--- config.mk ---
export PLATFORM = sky130hd
export DESIGN_NAME = str_valid_tagger
export DESIGN_NICKNAME = d
export VERILOG_FILES = /design/src/rtl/str_tag_pkg.sv /design/src/rtl/stv_len_unit.sv /design/src/rtl/stv_null_scan.sv /design/src/rtl/stv_operand.sv /design/src/rtl/str_valid_tagger.sv
export SDC_FILE = /design/constraint.sdc
export NUM_CORES = 1
export LEC_CHECK = 0
export BUFFER_PORTS_ARGS = -buffer_cell sky130_fd_sc_hd__buf_2
export CAP_MARGIN = 10
export CORE_UTILIZATION = 25
export DETAILED_ROUTE_END_ITERATION = 10
export HOLD_SLACK_MARGIN = 0.15
export PLACE_DENSITY = 0.57
export SLEW_MARGIN = 25
export SYNTH_ARGS = -nofsm -noshare
export SYNTH_HDL_FRONTEND = slang
export SYNTH_HIERARCHICAL = 1
export SYNTH_SLANG_ARGS = --single-unit
--- constraint.sdc ---
create_clock -name clk -period 8 [get_ports clk]
set_input_delay 0 -clock clk [delete_from_list [all_inputs] [get_ports clk]]
set_output_delay 0 -clock clk [all_outputs]
set_load 0.1 [all_outputs]
--- src/rtl/str_tag_pkg.sv ---
package str_tag_pkg;
  typedef enum logic {
    TERM_NULL   = 1'b0,
    TERM_LENGTH = 1'b1
  } term_src_e;

  typedef enum logic {
    ELEM_BYTE = 1'b0,
    ELEM_WORD = 1'b1
  } elem_size_e;
endpackage

--- src/rtl/stv_len_unit.sv ---
module stv_len_unit #(
  parameter int LANE_W   = 128,
  parameter int LEN_W    = 64,
  parameter int NARROW_W = 32,
  localparam int BYTE_N  = LANE_W / 8,
  localparam int WORD_N  = LANE_W / 16,
  localparam int CNT_W   = $clog2(BYTE_N + 1)
) (
  input  logic [LEN_W-1:0] len_raw,
  input  logic             len_wide,
  input  logic             word_mode,
  output logic [CNT_W-1:0] eff_len,
  output logic [CNT_W-1:0] elem_cap,
  output logic             short_o
);
  // sign-extend the narrow form when only the low half is meaningful
  function automatic logic [LEN_W-1:0] f_extend(input logic [LEN_W-1:0] raw, input logic wide);
    if (wide) return raw;
    return {{(LEN_W-NARROW_W){raw[NARROW_W-1]}}, raw[NARROW_W-1:0]};
  endfunction

  // magnitude carried one bit wider so the most negative value cannot wrap
  function automatic logic [LEN_W:0] f_magnitude(input logic [LEN_W-1:0] v);
    if (v[LEN_W-1]) return {1'b0, ~v} + {{LEN_W{1'b0}}, 1'b1};
    return {1'b0, v};
  endfunction

  logic [LEN_W-1:0] len_ext;
  logic [LEN_W:0]   len_mag;
  logic [LEN_W:0]   cap_wide;

  always_comb begin
    len_ext  = f_extend(len_raw, len_wide);
    len_mag  = f_magnitude(len_ext);
    elem_cap = word_mode ? CNT_W'(WORD_N) : CNT_W'(BYTE_N);
    cap_wide = {{(LEN_W+1-CNT_W){1'b0}}, elem_cap};
    eff_len  = (len_mag > cap_wide) ? elem_cap : len_mag[CNT_W-1:0];
    short_o  = (eff_len < elem_cap);
  end
endmodule

--- src/rtl/stv_null_scan.sv ---
module stv_null_scan #(
  parameter int LANE_W  = 128,
  localparam int BYTE_N = LANE_W / 8,
  localparam int WORD_N = LANE_W / 16
) (
  input  logic [LANE_W-1:0] data,
  input  logic              word_mode,
  output logic [BYTE_N-1:0] elem_null,
  output logic [BYTE_N-1:0] prefix_mask,
  output logic              has_null
);
  logic [BYTE_N-1:0] byte_zero;
  logic [WORD_N-1:0] word_zero;

  for (genvar b = 0; b < BYTE_N; b++) begin : g_byte
    assign byte_zero[b] = (data[8*b +: 8] == 8'h00);
  end

  for (genvar w = 0; w < WORD_N; w++) begin : g_word
    assign word_zero[w] = (data[16*w +: 16] == 16'h0000);
  end

  // unused upper slots in word mode are padded as terminators so the
  // prefix mask stays clear there
  always_comb begin
    elem_null = word_mode ? {{(BYTE_N-WORD_N){1'b1}}, word_zero} : byte_zero;
    has_null  = word_mode ? (|word_zero) : (|byte_zero);
  end

  always_comb begin
    logic run;
    run = 1'b1;
    for (int i = 0; i < BYTE_N; i++) begin
      run            = run & ~elem_null[i];
      prefix_mask[i] = run;
    end
  end
endmodule

--- src/rtl/stv_operand.sv ---
module stv_operand
  import str_tag_pkg::*;
#(
  parameter int LANE_W   = 128,
  parameter int LEN_W    = 64,
  parameter int NARROW_W = 32,
  localparam int BYTE_N  = LANE_W / 8,
  localparam int WORD_N  = LANE_W / 16,
  localparam int CNT_W   = $clog2(BYTE_N + 1)
) (
  input  logic              clk,
  input  logic              rst_n,
  input  term_src_e         term_src,
  input  elem_size_e        elem_size,
  input  logic              len_wide,
  input  logic [LEN_W-1:0]  len_raw,
  input  logic [LANE_W-1:0] data,
  output logic [BYTE_N-1:0] mask_q,
  output logic              end_q
);
  localparam logic [BYTE_N-1:0] FULL_BYTE = {BYTE_N{1'b1}};
  localparam logic [BYTE_N-1:0] FULL_WORD = {{(BYTE_N-WORD_N){1'b0}}, {WORD_N{1'b1}}};

  logic              word_mode;
  logic [CNT_W-1:0]  eff_len;
  logic [CNT_W-1:0]  elem_cap;
  logic              len_short;
  logic [BYTE_N-1:0] len_mask;
  logic [BYTE_N-1:0] elem_null;
  logic [BYTE_N-1:0] scan_mask;
  logic              scan_hit;
  logic [BYTE_N-1:0] mask_d;
  logic              end_d;
  logic              word_q;
  logic              primed_q;
  logic              len_sel;

  assign word_mode = (elem_size == ELEM_WORD);
  assign len_sel   = (term_src == TERM_LENGTH);

  stv_len_unit #(.LANE_W(LANE_W), .LEN_W(LEN_W), .NARROW_W(NARROW_W)) u_len (
    .len_raw  (len_raw),
    .len_wide (len_wide),
    .word_mode(word_mode),
    .eff_len  (eff_len),
    .elem_cap (elem_cap),
    .short_o  (len_short)
  );

  stv_null_scan #(.LANE_W(LANE_W)) u_scan (
    .data       (data),
    .word_mode  (word_mode),
    .elem_null  (elem_null),
    .prefix_mask(scan_mask),
    .has_null   (scan_hit)
  );

  for (genvar i = 0; i < BYTE_N; i++) begin : g_lenmask
    assign len_mask[i] = (CNT_W'(i) < eff_len);
  end

  always_comb begin
    mask_d = len_sel ? len_mask  : scan_mask;
    end_d  = len_sel ? len_short : scan_hit;
  end

  always_ff @(posedge clk) begin
    if (!rst_n) begin
      mask_q   <= '0;
      end_q    <= 1'b0;
      word_q   <= 1'b0;
      primed_q <= 1'b0;
    end else begin
      mask_q   <= mask_d;
      end_q    <= end_d;
      word_q   <= word_mode;
      primed_q <= 1'b1;
    end
  end

  AST_LEN_CLAMPED: assert property (@(posedge clk) disable iff (!rst_n)
    eff_len <= elem_cap);

  AST_MASK_CONTIGUOUS: assert property (@(posedge clk) disable iff (!rst_n)
    (mask_q & (mask_q + 1'b1)) == '0);

  AST_WORD_UPPER_CLEAR: assert property (@(posedge clk) disable iff (!rst_n)
    word_q |-> (mask_q[BYTE_N-1:WORD_N] == '0));

  AST_END_MATCHES_MASK: assert property (@(posedge clk) disable iff (!rst_n)
    primed_q |-> (end_q == (mask_q != (word_q ? FULL_WORD : FULL_BYTE))));

  AST_ZERO_LENGTH_EMPTY: assert property (@(posedge clk) disable iff (!rst_n)
    (len_sel && eff_len == '0) |=> (mask_q == '0));

  AST_NULL_AT_BASE: assert property (@(posedge clk) disable iff (!rst_n)
    (!len_sel && elem_null[0]) |=> (mask_q == '0 && end_q));
endmodule

--- src/rtl/str_valid_tagger.sv ---
module str_valid_tagger
  import str_tag_pkg::*;
#(
  parameter int LANE_W   = 128,
  parameter int LEN_W    = 64,
  parameter int NARROW_W = 32,
  localparam int BYTE_N  = LANE_W / 8
) (
  input  logic              clk,
  input  logic              rst_n,
  input  logic              use_length,
  input  logic              word_elems,
  input  logic              len_wide,
  input  logic [LEN_W-1:0]  len_a,
  input  logic [LEN_W-1:0]  len_b,
  input  logic [LANE_W-1:0] data_a,
  input  logic [LANE_W-1:0] data_b,
  output logic [BYTE_N-1:0] mask_a,
  output logic [BYTE_N-1:0] mask_b,
  output logic              end_a,
  output logic              end_b
);
  term_src_e  term_src;
  elem_size_e elem_size;

  assign term_src  = term_src_e'(use_length);
  assign elem_size = elem_size_e'(word_elems);

  stv_operand #(.LANE_W(LANE_W), .LEN_W(LEN_W), .NARROW_W(NARROW_W)) u_op_a (
    .clk      (clk),
    .rst_n    (rst_n),
    .term_src (term_src),
    .elem_size(elem_size),
    .len_wide (len_wide),
    .len_raw  (len_a),
    .data     (data_a),
    .mask_q   (mask_a),
    .end_q    (end_a)
  );

  stv_operand #(.LANE_W(LANE_W), .LEN_W(LEN_W), .NARROW_W(NARROW_W)) u_op_b (
    .clk      (clk),
    .rst_n    (rst_n),
    .term_src (term_src),
    .elem_size(elem_size),
    .len_wide (len_wide),
    .len_raw  (len_b),
    .data     (data_b),
    .mask_q   (mask_b),
    .end_q    (end_b)
  );

  AST_RESET_CLEARS: assert property (@(posedge clk)
    !rst_n |=> (mask_a == '0 && mask_b == '0 && !end_a && !end_b));
endmodule

* Yosys cells after proc, flatten, opt, wreduce, memory -nomap -nowiden
Cells that the tools add are included.
** Storage, ports and cells
- Register bits :: 34
- Output and inout port bits :: 34
** Operators by class
- Add/sub/neg operators :: 2
- Order comparisons :: 36
- Muxes and demuxes :: 22
- Bitwise operators :: 64
- Reduce and logical (&&, ||, !) cells :: 52
** Operators with widths (count)
- $mux 65 :: 4
- $logic_not 16->1 :: 16
- $logic_not 8->1 :: 32
- $mux 64 :: 4
- $add 64x1->65 const B :: 2
- $gt 65x5->1 :: 2
- $not 64->64 :: 2
- $lt 4x5->1 const A :: 16
- $mux 16 :: 4
- $lt 3x5->1 const A :: 8
- $not 1->1 :: 32
- $reduce_or 16->1 :: 2
- $and 1x1->1 :: 30
- $lt 1x5->1 const A :: 4
- $lt 2x5->1 const A :: 4
- $reduce_or 8->1 :: 2
- $mux 5 :: 3
- $lt 5x5->1 :: 2
- $mux 1 :: 7

* Depth between registers and ports, before layout
- Word-level depth :: 19
- Mapped depth :: 23
- Mapped depth without buffers :: 20

* By module
Netlist, hierarchy kept.
** By module, submodules not included
- stv_len_unit :: instances 2, cells an instance 424, area an instance 2697.6 um^2, sequential area each 0.0 um^2
- stv_null_scan :: instances 2, cells an instance 110, area an instance 754.5 um^2, sequential area each 0.0 um^2
- stv_operand :: instances 2, cells an instance 73, area an instance 671.9 um^2, sequential area each 340.3 um^2

* Worst setup path before layout
Ideal clock, no wire load.
- Path kind :: input to register
- From :: input len_wide
- To :: register u_op_a.mask_q[0]
- Arrival time :: 4.027 ns
- Slack :: 3.848 ns
- Stages on the path :: 21
- Cell sequence :: buf_2 mux2i_1 clkbuf_1 a21oi_1 xor2_1 ha_1 nor2b_1 o21ai_0 and3_1 o2111ai_1 nand4b_1 nor4_1 nand4_1 or4_1 or2_0 buf_2 o21a_1 nand2b_1 buf_6 nor3_2 a21oi_1
** On the way
- Cells in the longest elaborated chain, start to end :: 10
** Ends and longest elaborated chain
- start, declared :: RTL line str_valid_tagger.sv:13 : input logic len_wide,
- $mux 1 (*) :: RTL line stv_len_unit.sv:18 : if (wide) return raw;
- $mux 64 (*) :: RTL line stv_len_unit.sv:19 : return {{(LEN_W-NARROW_W){raw[NARROW_W-1]}}, raw[NARROW_W-1:0]};
- $not 64->64 :: RTL line stv_len_unit.sv:24 : if (v[LEN_W-1]) return {1'b0, ~v} + {{LEN_W{1'b0}}, 1'b1};
- $add 64x1->65 :: RTL line stv_len_unit.sv:24
- $mux 65 :: RTL line stv_len_unit.sv:24
- $mux 65 (*) :: RTL line stv_len_unit.sv:25 : return {1'b0, v};
- $gt 65x5->1 :: RTL line stv_len_unit.sv:37 : eff_len = (len_mag > cap_wide) ? elem_cap : len_mag[CNT_W-1:0];
- $mux 5 (*) :: RTL line stv_len_unit.sv:37
- named net u_op_a.eff_len[4] :: RTL line stv_operand.sv:25 : logic [CNT_W-1:0] eff_len;
- $lt 1x5->1 (*) :: RTL line stv_operand.sv:59 : assign len_mask[i] = (CNT_W'(i) < eff_len);
- $mux 16 (*) :: RTL line stv_operand.sv:63 : mask_d = len_sel ? len_mask : scan_mask;
- end signal, assigned :: RTL line stv_operand.sv:74 : mask_q <= mask_d;
- end, declared :: RTL line stv_operand.sv:18 : output logic [BYTE_N-1:0] mask_q,
The timed path passes the listed nets; every way through them passes the cells marked *. The select of a mux whose other input is x is not followed.
A chain may end at the register's enable or synchronous reset.

* Worst setup path in the final report
- From :: input len_wide
- To :: register u_op_b.mask_q[10]
** On the way
- Cells in the longest elaborated chain, start to end :: 10
** Ends and longest elaborated chain (RTL line)
- $mux 1 (*) :: stv_len_unit.sv:18
- $mux 64 (*) :: stv_len_unit.sv:19
- $not 64->64 :: stv_len_unit.sv:24
- $add 64x1->65 :: stv_len_unit.sv:24
- $mux 65 :: stv_len_unit.sv:24
- $mux 65 (*) :: stv_len_unit.sv:25
- $gt 65x5->1 :: stv_len_unit.sv:37
- $mux 5 (*) :: stv_len_unit.sv:37
- named net u_op_b.eff_len[1] :: stv_operand.sv:25
- $lt 4x5->1 (*) :: stv_operand.sv:59
- $mux 16 (*) :: stv_operand.sv:63
- end signal, assigned :: stv_operand.sv:74
- end, declared :: stv_operand.sv:18
Marked as above.

==> results.sh <==
export IMPL_fillers=3513
export IMPL_layout_drive_gt1_share_pct=34.5
export IMPL_cts_max_level=2
export IMPL_fmax_mhz=195
export IMPL_postRouteAntennaNets=0
export IMPL_p_sw_share_pct=46.8
export IMPL_fin_cells=1955
export IMPL_crit_type="in -> reg"
export IMPL_maxCapViolations=0
export IMPL_final_util_pct=33.3
export IMPL_grtUsageTotal_pct=23.8
export IMPL_preCtsSetupSlack_ps=2640
export IMPL_io_pins=423
export IMPL_cts_buffers=5
export IMPL_dp_cells=1947
export IMPL_cts_setup_buffers=0
export IMPL_dieArea_um2=32900
export IMPL_crit_family="simple AND/OR/NAND/NOR gates"
export IMPL_drt_initial_drc_count=1469
export IMPL_worstHoldEndpoint="u_op_a/mask_q[2]"
export IMPL_dp_hpwl_mm=34.7
export IMPL_drtPass1Iterations=6
export IMPL_ir_drop_mv=0.0709
export IMPL_max_stage_delay_ps=590
export IMPL_yosys_warnings=6
export IMPL_fin_nets=1949
export IMPL_hp_class="in -> reg"
export IMPL_cts_repair_resized=0
export IMPL_initial_core_util_pct=25.5
export IMPL_globalRouteOverflowTotal=0
export IMPL_viasPerCell=6.04
export IMPL_setup_viol=0
export IMPL_hold_depth=5
export IMPL_slew_limit_headroom_pct=30.1
export IMPL_totalWireLength_mm=41.8
export IMPL_rsz0062_at_grt="false"
export IMPL_finalHoldViolations=0
export IMPL_syn_nets=1577
export IMPL_critPathLaunchType="input pin"
export IMPL_combPwrFrac_pct=58.7
export IMPL_final_setup_tns_ps=0
export IMPL_crit_slowest_cell="or4_1"
export IMPL_antenna_found_initial=4
export IMPL_path_clk_slew_ps=50
export IMPL_crit_path_max_fanout=37
export IMPL_fin_crit_ps=5140
export IMPL_switchingPower_w=0.000411
export IMPL_routedWlPerCell_um=21.4
export IMPL_seqPwrFrac_pct=21.1
export IMPL_status="complete, no violations"
export IMPL_die_h_um=181
export IMPL_root_buffer="clkbuf_16"
export IMPL_grt_pass1_wl_mm=62.0
export IMPL_vias=11800
export IMPL_worst_slack_ps=2860
export IMPL_required_ps=8180
export IMPL_cts_buffer_depth=2
export IMPL_p_leak_nw=4.04
export IMPL_clock_sinks=34
export IMPL_cts_tree="done"
export IMPL_synth_cell_area_um2=8040
export IMPL_path_cells="buf_2, buf_4, mux2i_2, buf_4, a21oi_1, xor2_1, ha_1, nor2b_1, o21ai_0, and3_1, o2111ai_1, nand4b_1, nor4_1, nand4_1, or4_1, or2_0, a21oi_1, nand2_1, a311oi_1"
export IMPL_core_um2=31600
export IMPL_rows=65
export IMPL_p_clk_share_pct=20.2
export IMPL_ctsHoldBuffers=0
export IMPL_crit_buf_inv=3
export IMPL_cp_arrival_ps=5320
export IMPL_min_from="len_a[0]"
export IMPL_cellPowerDensity_nw_per_um2=83.5
export IMPL_port_buffers=422
export IMPL_drc=0
export IMPL_avgSynthCellArea_um2=6.81
export IMPL_intPower_w=0.000468
export IMPL_worstMarginPinSlew_ps=1040
export IMPL_syn_inst=1180
export IMPL_area_growth_pct=30.9
export IMPL_slew_viol_final=0
export IMPL_gp_congestion=0.984
export IMPL_fin_crit_sh_pct=64.2
export IMPL_endpoint_kind="flip-flop"
export IMPL_grt_start_max_net_pins=41
export IMPL_grt_pass1_vias=10600
export IMPL_die_width_um=181
layout by cell type, fill, tap and decap left out, types with 22 or more instances in the layout:
cell and n:
a21oi_1 90, buf_2 422, dfxtp_1 34, inv_1 22, nand2_1 92, nand3_1 38, nand4_1 28, nor2_1 130
nor2b_1 24, nor3_1 76, nor4_1 83, o21ai_0 64, or4_1 24
registers in the layout (all words and copies together), names as in the netlist:
name / count
u_op_b/end_q: 1
u_op_a/mask_q: 16
u_op_b/mask_q: 16
u_op_a/end_q: 1
through the flow:
stage | power (W) | area, µm² | hold slack (ps)
after floorplan | 0.000482 | 8040 | 128
after global placement | 0.000696 | 10400 | 491
after detailed placement | 0.000695 | 10400 | 497
after CTS | 0.000876 | 10500 | 208
after global routing | 0.000927 | 10500 | 268
final | 0.000879 | 10500 | 217
routing by layer:
layer	up-vias	GRT usage, %	share of wire (%)
li1	5438	-	-
met1	5439	34.6	45
met2	841	35.5	42
met3	91	4.37	10
met4	6	5.97	2.4
met5	-	0	0.084
final cells by class:
type	instances	area, µm²	area share (%)
inverters	24	90.1	0.856
multi-input cells	1060	6960	66.2
flip-flops and latches	34	681	6.47
repair buffers	427	2150	20.4
well taps	402	503	4.78
clock inverters	2	10.0	0.0951
clock buffers	5	125	1.19
diodes	1	2.50	0.0238
worst min-delay path, cell delays in order:
cell	delay (ps)
buf_2	110
inv_1	60
nor2_1	100
nand2_1	100
a21oi_1	60
worst max-delay path by stage:
stage | startpoint | endpoint | slack (ps) | cells past startpoint
6_report | len_wide | u_op_b/mask_q[10] | 2860 | 19
5_1_grt | len_wide | u_op_b/mask_q[10] | 2510 | 19
4_1_cts | len_wide | u_op_b/mask_q[10] | 2930 | 19
3_5_place_dp | len_wide | u_op_b/mask_q[10] | 2640 | 19
3_3_place_gp | len_wide | u_op_b/mask_q[1] | 2730 | 20
2_1_floorplan | len_wide | u_op_a/mask_q[0] | 3850 | 21
power groups by stage:
stage / logic (W) / clock network (W) / registers (W)
floorplan: 0.000202 / 0 / 0.000280
global placement: 0.000506 / 0 / 0.000189
detailed placement: 0.000506 / 0 / 0.000189
CTS: 0.000507 / 0.000182 / 0.000186
global route: 0.000549 / 0.000191 / 0.000187
finish: 0.000516 / 0.000177 / 0.000186
No activity file was read; power rests on OpenSTA's default activity.
